<file path="src/rtl/xcorr_pkg.sv">
package xcorr_pkg;

    // Cross-term selector within one channel pair.
    typedef enum logic [1:0] {
        TERM_RR = 2'd0,
        TERM_II = 2'd1,
        TERM_RI = 2'd2,
        TERM_IR = 2'd3
    } term_e;

    // Per-cycle command from the period controller to every accumulator.
    typedef struct packed {
        logic add;   // accumulate the current contribution
        logic dump;  // period ends on this word
        logic zero;  // clear request
    } ctl_t;

    function automatic int pair_count(input int n);
        return n * (n - 1) / 2;
    endfunction

    // Linear index of pair (i,j), i<j, i outer and j inner loop.
    function automatic int pair_index(input int i, input int j, input int n);
        return i * n - (i * (i + 1)) / 2 + (j - i - 1);
    endfunction

    function automatic int unsigned ones32(input logic [31:0] v);
        int unsigned s;
        s = 0;
        for (int k = 0; k < 32; k++) s += {31'd0, v[k]};
        return s;
    endfunction

endpackage

</file>
<file path="src/rtl/xcorr_term.sv">
module xcorr_term #(
    parameter int W   = 14,
    parameter int PCW = $clog2(W + 1)
) (
    input  logic [W-1:0]   a,
    input  logic [W-1:0]   b,
    output logic [PCW-1:0] agree
);
    import xcorr_pkg::*;

    logic [31:0] match_w;

    always_comb begin
        match_w        = '0;
        match_w[W-1:0] = ~(a ^ b);
        agree          = PCW'(ones32(match_w));
    end

endmodule

</file>
<file path="src/rtl/xcorr_ctl.sv">
module xcorr_ctl #(
    parameter int LENW = 32
) (
    input  logic              clk,
    input  logic              rst,
    input  logic              clr,
    input  logic              in_valid,
    input  logic [LENW-1:0]   int_len,
    output xcorr_pkg::ctl_t   ctl
);
    import xcorr_pkg::*;

    logic [LENW-1:0] cnt_q;
    logic [LENW-1:0] eff_len;
    logic            last_w;

    always_comb begin
        eff_len  = (int_len == '0) ? LENW'(1) : int_len;
        last_w   = ({1'b0, cnt_q} + (LENW+1)'(1)) >= {1'b0, eff_len};
        ctl.zero = clr;
        ctl.add  = in_valid && !clr;
        ctl.dump = in_valid && !clr && last_w;
    end

    always_ff @(posedge clk) begin
        if (rst || clr)    cnt_q <= '0;
        else if (ctl.dump) cnt_q <= '0;
        else if (ctl.add)  cnt_q <= cnt_q + LENW'(1);
    end

    // The word count is back at zero right after a clear.
    assert_cnt_clear_R8: assert property (@(posedge clk) disable iff (rst)
        clr |=> cnt_q == '0);

    // Idle cycles leave the word count alone.
    assert_cnt_idle_R4: assert property (@(posedge clk) disable iff (rst)
        (!in_valid && !clr) |=> $stable(cnt_q));

endmodule

</file>
<file path="src/rtl/xcorr_acc.sv">
module xcorr_acc #(
    parameter int ACCW = 32,
    parameter int INCW = 4
) (
    input  logic              clk,
    input  logic              rst,
    input  xcorr_pkg::ctl_t   ctl,
    input  logic [INCW-1:0]   inc,
    output logic [ACCW-1:0]   sum
);
    logic [ACCW-1:0] acc_q;

    assign sum = acc_q + ACCW'(inc);

    always_ff @(posedge clk) begin
        if (rst || ctl.zero) acc_q <= '0;
        else if (ctl.dump)   acc_q <= '0;
        else if (ctl.add)    acc_q <= sum;
    end

    assert_acc_clear_R8: assert property (@(posedge clk) disable iff (rst)
        ctl.zero |=> acc_q == '0);

    assert_acc_idle_R4: assert property (@(posedge clk) disable iff (rst)
        (!ctl.add && !ctl.zero) |=> $stable(acc_q));

    assert_acc_restart_R5: assert property (@(posedge clk) disable iff (rst)
        (ctl.dump && !ctl.zero) |=> acc_q == '0);

endmodule

</file>
<file path="src/rtl/onebit_xcorr.sv">
module onebit_xcorr #(
    parameter int NCH  = 4,
    parameter int W    = 14,
    parameter int ACCW = 32,
    parameter int LENW = 32,
    localparam int NPAIR = xcorr_pkg::pair_count(NCH),
    localparam int NACC  = 4 * NPAIR,
    localparam int PCW   = $clog2(W + 1)
) (
    input  logic                 clk,
    input  logic                 rst,
    input  logic                 clr,
    input  logic                 in_valid,
    input  logic [NCH*W-1:0]     re_bits,
    input  logic [NCH*W-1:0]     im_bits,
    input  logic [LENW-1:0]      int_len,
    output logic                 dump_done,
    output logic [NACC*ACCW-1:0] dump_counts,
    output logic [ACCW-1:0]      dump_total
);
    import xcorr_pkg::*;

    ctl_t                 ctl;
    logic [NACC*ACCW-1:0] sum_flat;
    logic [ACCW-1:0]      tot_sum;

    xcorr_ctl #(.LENW(LENW)) ctl_i (
        .clk(clk), .rst(rst), .clr(clr), .in_valid(in_valid),
        .int_len(int_len), .ctl(ctl)
    );

    for (genvar i = 0; i < NCH; i++) begin : g_ci
        for (genvar j = i + 1; j < NCH; j++) begin : g_cj
            localparam int P = pair_index(i, j, NCH);
            for (genvar t = 0; t < 4; t++) begin : g_term
                logic [W-1:0]   op_a, op_b;
                logic [PCW-1:0] agree;
                if (t == int'(TERM_RR)) begin : g_rr
                    assign op_a = re_bits[i*W +: W];
                    assign op_b = re_bits[j*W +: W];
                end else if (t == int'(TERM_II)) begin : g_ii
                    assign op_a = im_bits[i*W +: W];
                    assign op_b = im_bits[j*W +: W];
                end else if (t == int'(TERM_RI)) begin : g_ri
                    assign op_a = re_bits[i*W +: W];
                    assign op_b = im_bits[j*W +: W];
                end else begin : g_ir
                    assign op_a = im_bits[i*W +: W];
                    assign op_b = re_bits[j*W +: W];
                end
                xcorr_term #(.W(W), .PCW(PCW)) term_i (
                    .a(op_a), .b(op_b), .agree(agree)
                );
                xcorr_acc #(.ACCW(ACCW), .INCW(PCW)) acc_i (
                    .clk(clk), .rst(rst), .ctl(ctl), .inc(agree),
                    .sum(sum_flat[(P*4+t)*ACCW +: ACCW])
                );
            end
        end
    end

    // Sample counter shares the accumulator structure with a constant step.
    xcorr_acc #(.ACCW(ACCW), .INCW(PCW)) tot_i (
        .clk(clk), .rst(rst), .ctl(ctl), .inc(PCW'(W)), .sum(tot_sum)
    );

    always_ff @(posedge clk) begin
        if (rst) begin
            dump_done   <= 1'b0;
            dump_counts <= '0;
            dump_total  <= '0;
        end else begin
            dump_done <= ctl.dump;
            if (ctl.dump) begin
                dump_counts <= sum_flat;
                dump_total  <= tot_sum;
            end
        end
    end

    assert_done_after_word_R5: assert property (@(posedge clk) disable iff (rst)
        dump_done |-> $past(in_valid && !clr));

    assert_hold_stable_R10: assert property (@(posedge clk) disable iff (rst)
        !ctl.dump |=> ($stable(dump_counts) && $stable(dump_total)));

    assert_total_whole_words_R7: assert property (@(posedge clk) disable iff (rst)
        dump_done |-> (dump_total != '0 && (dump_total % ACCW'(W)) == '0));

    assert_clear_no_done_R8: assert property (@(posedge clk) disable iff (rst)
        clr |=> !dump_done);

endmodule

</file>
<file path="config.mk">
export PLATFORM = sky130hd
export DESIGN_NAME = onebit_xcorr
export DESIGN_NICKNAME = d
export VERILOG_FILES = /design/src/rtl/xcorr_pkg.sv /design/src/rtl/xcorr_term.sv /design/src/rtl/xcorr_ctl.sv /design/src/rtl/xcorr_acc.sv /design/src/rtl/onebit_xcorr.sv
export SDC_FILE = /design/constraint.sdc
export NUM_CORES = 2
export LEC_CHECK = 0
export ABC_AREA = 1
export BUFFER_PORTS_ARGS = -buffer_cell sky130_fd_sc_hd__buf_4
export CAP_MARGIN = 25
export CORE_UTILIZATION = 65
export DETAILED_ROUTE_END_ITERATION = 16
export PLACE_DENSITY = 0.9
export SYNTH_ARGS = -nofsm -noshare
export SYNTH_HDL_FRONTEND = slang
export SYNTH_SLANG_ARGS = --single-unit
</file>
<file path="constraint.sdc">
create_clock -name clk -period 13.9 [get_ports clk]
set_input_delay 2.78 -clock clk [delete_from_list [all_inputs] [get_ports clk]]
set_output_delay 2.78 -clock clk [all_outputs]
set_load 0.005 [all_outputs]
</file>
==> flow_metrics.env <==
export IMPL_postRouteWirelength_mm=318
export IMPL_synth_top_cells_by_area="dfxtp_1 (33%), nand2_1 (11%), nor2_1 (11%)"
export IMPL_cts_inserted_buffers=169
export IMPL_place_congestion=1.04
export IMPL_worst_hold_slack_ns=0.481
export IMPL_start_util_pct=65.7
export IMPL_grt_use_total_pct=40.4
export IMPL_rows=141
export IMPL_tns_ns=0
export IMPL_io_pins=949
export IMPL_startpoint_type="primary input"
export IMPL_cts_num_sinks=1631
export IMPL_nFillCells=11900
export IMPL_antenna_left=0
export IMPL_grt_pass1_vias=86100
export IMPL_synth_avg_cell_area_sq_um=6.80
export IMPL_worstRegToRegCells=24
export IMPL_grt_busiest_layer="met2"
export IMPL_synthTopCellsByCount="nand2_1 (2943), nor2_1 (2861), dfxtp_1 (1631), inv_1 (1594), a21oi_1 (994)"
export IMPL_yosysUniqueCellTypes=41
export IMPL_rrSetupSlack_ns=7.23
export IMPL_min_from="dump_counts[263]"
export IMPL_p_leak_uw=0.0482
export IMPL_ys_seq_elements=1631
export IMPL_reg2reg_to="dump_counts[645]"
export IMPL_ctsRootBufferMaster="clkbuf_16"
export IMPL_die_area_sq_mm=0.152
export IMPL_slew_headroom_pct=21.2
export IMPL_ctsHoldBuffers=0
export IMPL_setup_violations=0
export IMPL_route_detailed_drc=0
export IMPL_synth_most_common_cell="nand2_1"
export IMPL_hpwl_mm=236
export IMPL_rsz0062_at_grt="no"
export IMPL_worstPathMaxFanout=6
export IMPL_startpoint="re_bits[1]"
export IMPL_ys_seq_area_share_pct=33.5
export IMPL_io_buffers=947
export IMPL_clock_skew_ns=0.0429
export IMPL_synth_top_cell_by_area="dfxtp_1"
export IMPL_synth_edf_count=0
export IMPL_cts_buffer_depth=3
export IMPL_ctsResizeCount=0
export IMPL_ir_worst_vdd_v=0.000147
export IMPL_grt_use_met3_pct=10.7
export IMPL_ys_async_sr_fraction_pct=0
export IMPL_wire_per_inst_um=18.8
export IMPL_drtIter0Drc=9396
export IMPL_place_ws_ns=4.97
export IMPL_grt_antenna_before_repair=42
export IMPL_syn_nets=15000
export IMPL_power_density_mw_per_mm2=140
export IMPL_multi_input_area_sq_mm=0.0554
export IMPL_grt_pass1_wl_mm=484
export IMPL_postLayoutSetupSlackWorst_ns=5.64
export IMPL_met2_usage_pct=61.8
export IMPL_synth_ff_type="dfxtp_1"
export IMPL_worstSetupEndpointType="flop"
export IMPL_dr_pass1_iters=7
export IMPL_drv_slew=0
export IMPL_cts_post_setup_buffers_inserted=0
export IMPL_yosys_warnings=0
export IMPL_grt_max_degree=227
export IMPL_regArea_sq_mm=0.0327
export IMPL_core_area_sq_mm=0.148
export IMPL_outcome="finished, final reports clean"
export IMPL_netlist_area_leader_share_pct=33.5
export IMPL_cp_endpoint="g_ci[0].g_cj[3].g_term[2].acc_i.acc_q[31]"
export IMPL_clk_pin_slew_ns=0.06
export IMPL_netlist_area_sq_mm=0.0975
export IMPL_postPlaceCellArea_sq_mm=0.104
export IMPL_grt_ovfl_total=0
export IMPL_critPathRequiredTime_ns=14.53
export IMPL_grt_util_met1_pct=50.9
export IMPL_min_path_type="reg2reg"
export IMPL_viasPerCell=5.57
export IMPL_finalInstanceArea_sq_mm=0.110
export IMPL_clk_latency_ns=0.82
export IMPL_syn_to_final_growth_pct=13.2
export IMPL_critPathKind="in2reg"
export IMPL_nNetsFinal=15400
export IMPL_r2r_start="ctl_i.cnt_q[0]"
export IMPL_fp_dieH_um=389
export IMPL_period_needed_ns=8.26
export IMPL_die_w_um=389
export IMPL_fin_crit_sh_pct=59.4
export IMPL_vias=94200
export IMPL_tightest_slew_ns=1.18
export IMPL_crit_arrival_ns=8.89
export IMPL_hold_violations=0
export IMPL_clock_fmax_ghz=0.121
export IMPL_cts_tree="done"
export IMPL_htree_levels=4
export IMPL_syn_instance_count=14300
export IMPL_drive_gt1_share_pct=8.78
export IMPL_cap_violations=0
report_power, final:
part           internal [uW]  switching, uW  leakage, uW
combinational           2010           3720       0.0321
sequential              4730           45.2       0.0131
clock                   2900           2030      0.00294
total                   9640           5800       0.0482
routing by layer:
layer | vias to the layer above | part of all wire (%) | wire length [um]
met4 | 42 | 6.8 | 21700
met2 | 4268 | 43 | 137000
met3 | 915 | 10 | 33300
li1 | 45700 | - | -
met1 | 43300 | 39 | 125000
met5 | - | 0.090 | 286
critical path, stage by stage:
cell and delay [ns]:
buf_4 0.16, xnor2_1 0.15, ha_1 0.29, inv_1 0.05, fa_1 0.57, fa_1 0.61, fa_1 0.57, inv_1 0.06
fa_1 0.56, fa_1 0.22, inv_1 0.06, fa_1 0.37, xnor2_1 0.65, ha_1 0.42, a21oi_1 0.17, nand2_1 0.16
a21oi_1 0.29, nor2_1 0.18, nand3_1 0.10, nand2_1 0.08, nand3_1 0.10, o21ai_0 0.13, inv_1 0.10, nor2_1 0.05
metrics by stage:
stage | cells | total power [uW] | utilization, %
6_report | 16900 | 15400 | 74.4
5_1_grt | 16900 | 16200 | 74.4
4_1_cts | 16900 | 15400 | 74.3
3_5_place_dp | 16600 | 10500 | 70.2
3_3_place_gp | 16600 | 10300 | 70.2
2_1_floorplan | 14300 | 8550 | -
registers in the layout, summed over array words and instances (netlist names):
| signal | flops |
|---|---|
| ctl_i.cnt_q | 32 |
| dump_counts | 768 |
| dump_done | 1 |
| dump_total | 31 |
| g_ci.g_cj.g_term.acc_i.acc_q | 768 |
| tot_i.acc_q | 31 |
how the worst min path moves through the flow:
stage / slack, ns / to / cells after the start
after floorplan: 0.48 / dump_counts[100] / 2
after global placement: 0.46 / dump_counts[376] / 2
after detailed placement: 0.47 / dump_counts[273] / 2
after CTS: 0.48 / dump_counts[273] / 2
after global routing: 0.50 / dump_total[10] / 2
final: 0.48 / dump_counts[263] / 2
placed cells by master, fill, tap and decap left out, types with 6 or more instances in the layout:
cell and instances:
clkbuf_1 27, nor4_1 28, a21oi_1 994, diode_2 21
nand2_1 2942, xnor2_1 360, nand3b_1 238, o21ai_0 357
nand4_1 208, buf_12 10, a31oi_1 6, clkinv_2 22
nand3_1 710, nor3b_1 38, nor3_1 328, or2_2 10
xor2_1 637, dfxtp_1 1631, buf_4 991, clkbuf_8 32
inv_1 1593, clkbuf_16 173, ha_1 274, bufinv_16 23
mux2i_1 114, and2_1 8, nor2_1 2861, clkinvlp_4 10
fa_1 216, clkinv_4 10
cell families after synthesis:
kind of cell	count (synthesis)	share of synthesized area [%]
AOI/OAI and AO/OA	1378	7.13
xor gates and xnor gates	997	8.96
adders and majority gates	490	7.95
buffers and inverters	2346	9.76
DFF	1631	33.5
muxes	114	1.17
other	1	0.00385
and+or+nand+nor	7385	31.5
cell type report:
cell class,instances,area share (%)
Tap cell,2002,2.27
Multi-Input combinational cell,10400,50.2
Clock inverter,77,1.06
Clock buffer,232,4.41
Sequential cell,1631,29.6
Timing Repair Buffer,1004,7.00
Antenna cell,21,0.0476
Inverter,1597,5.45
Note: power is estimated with default switching activity, not from simulation.
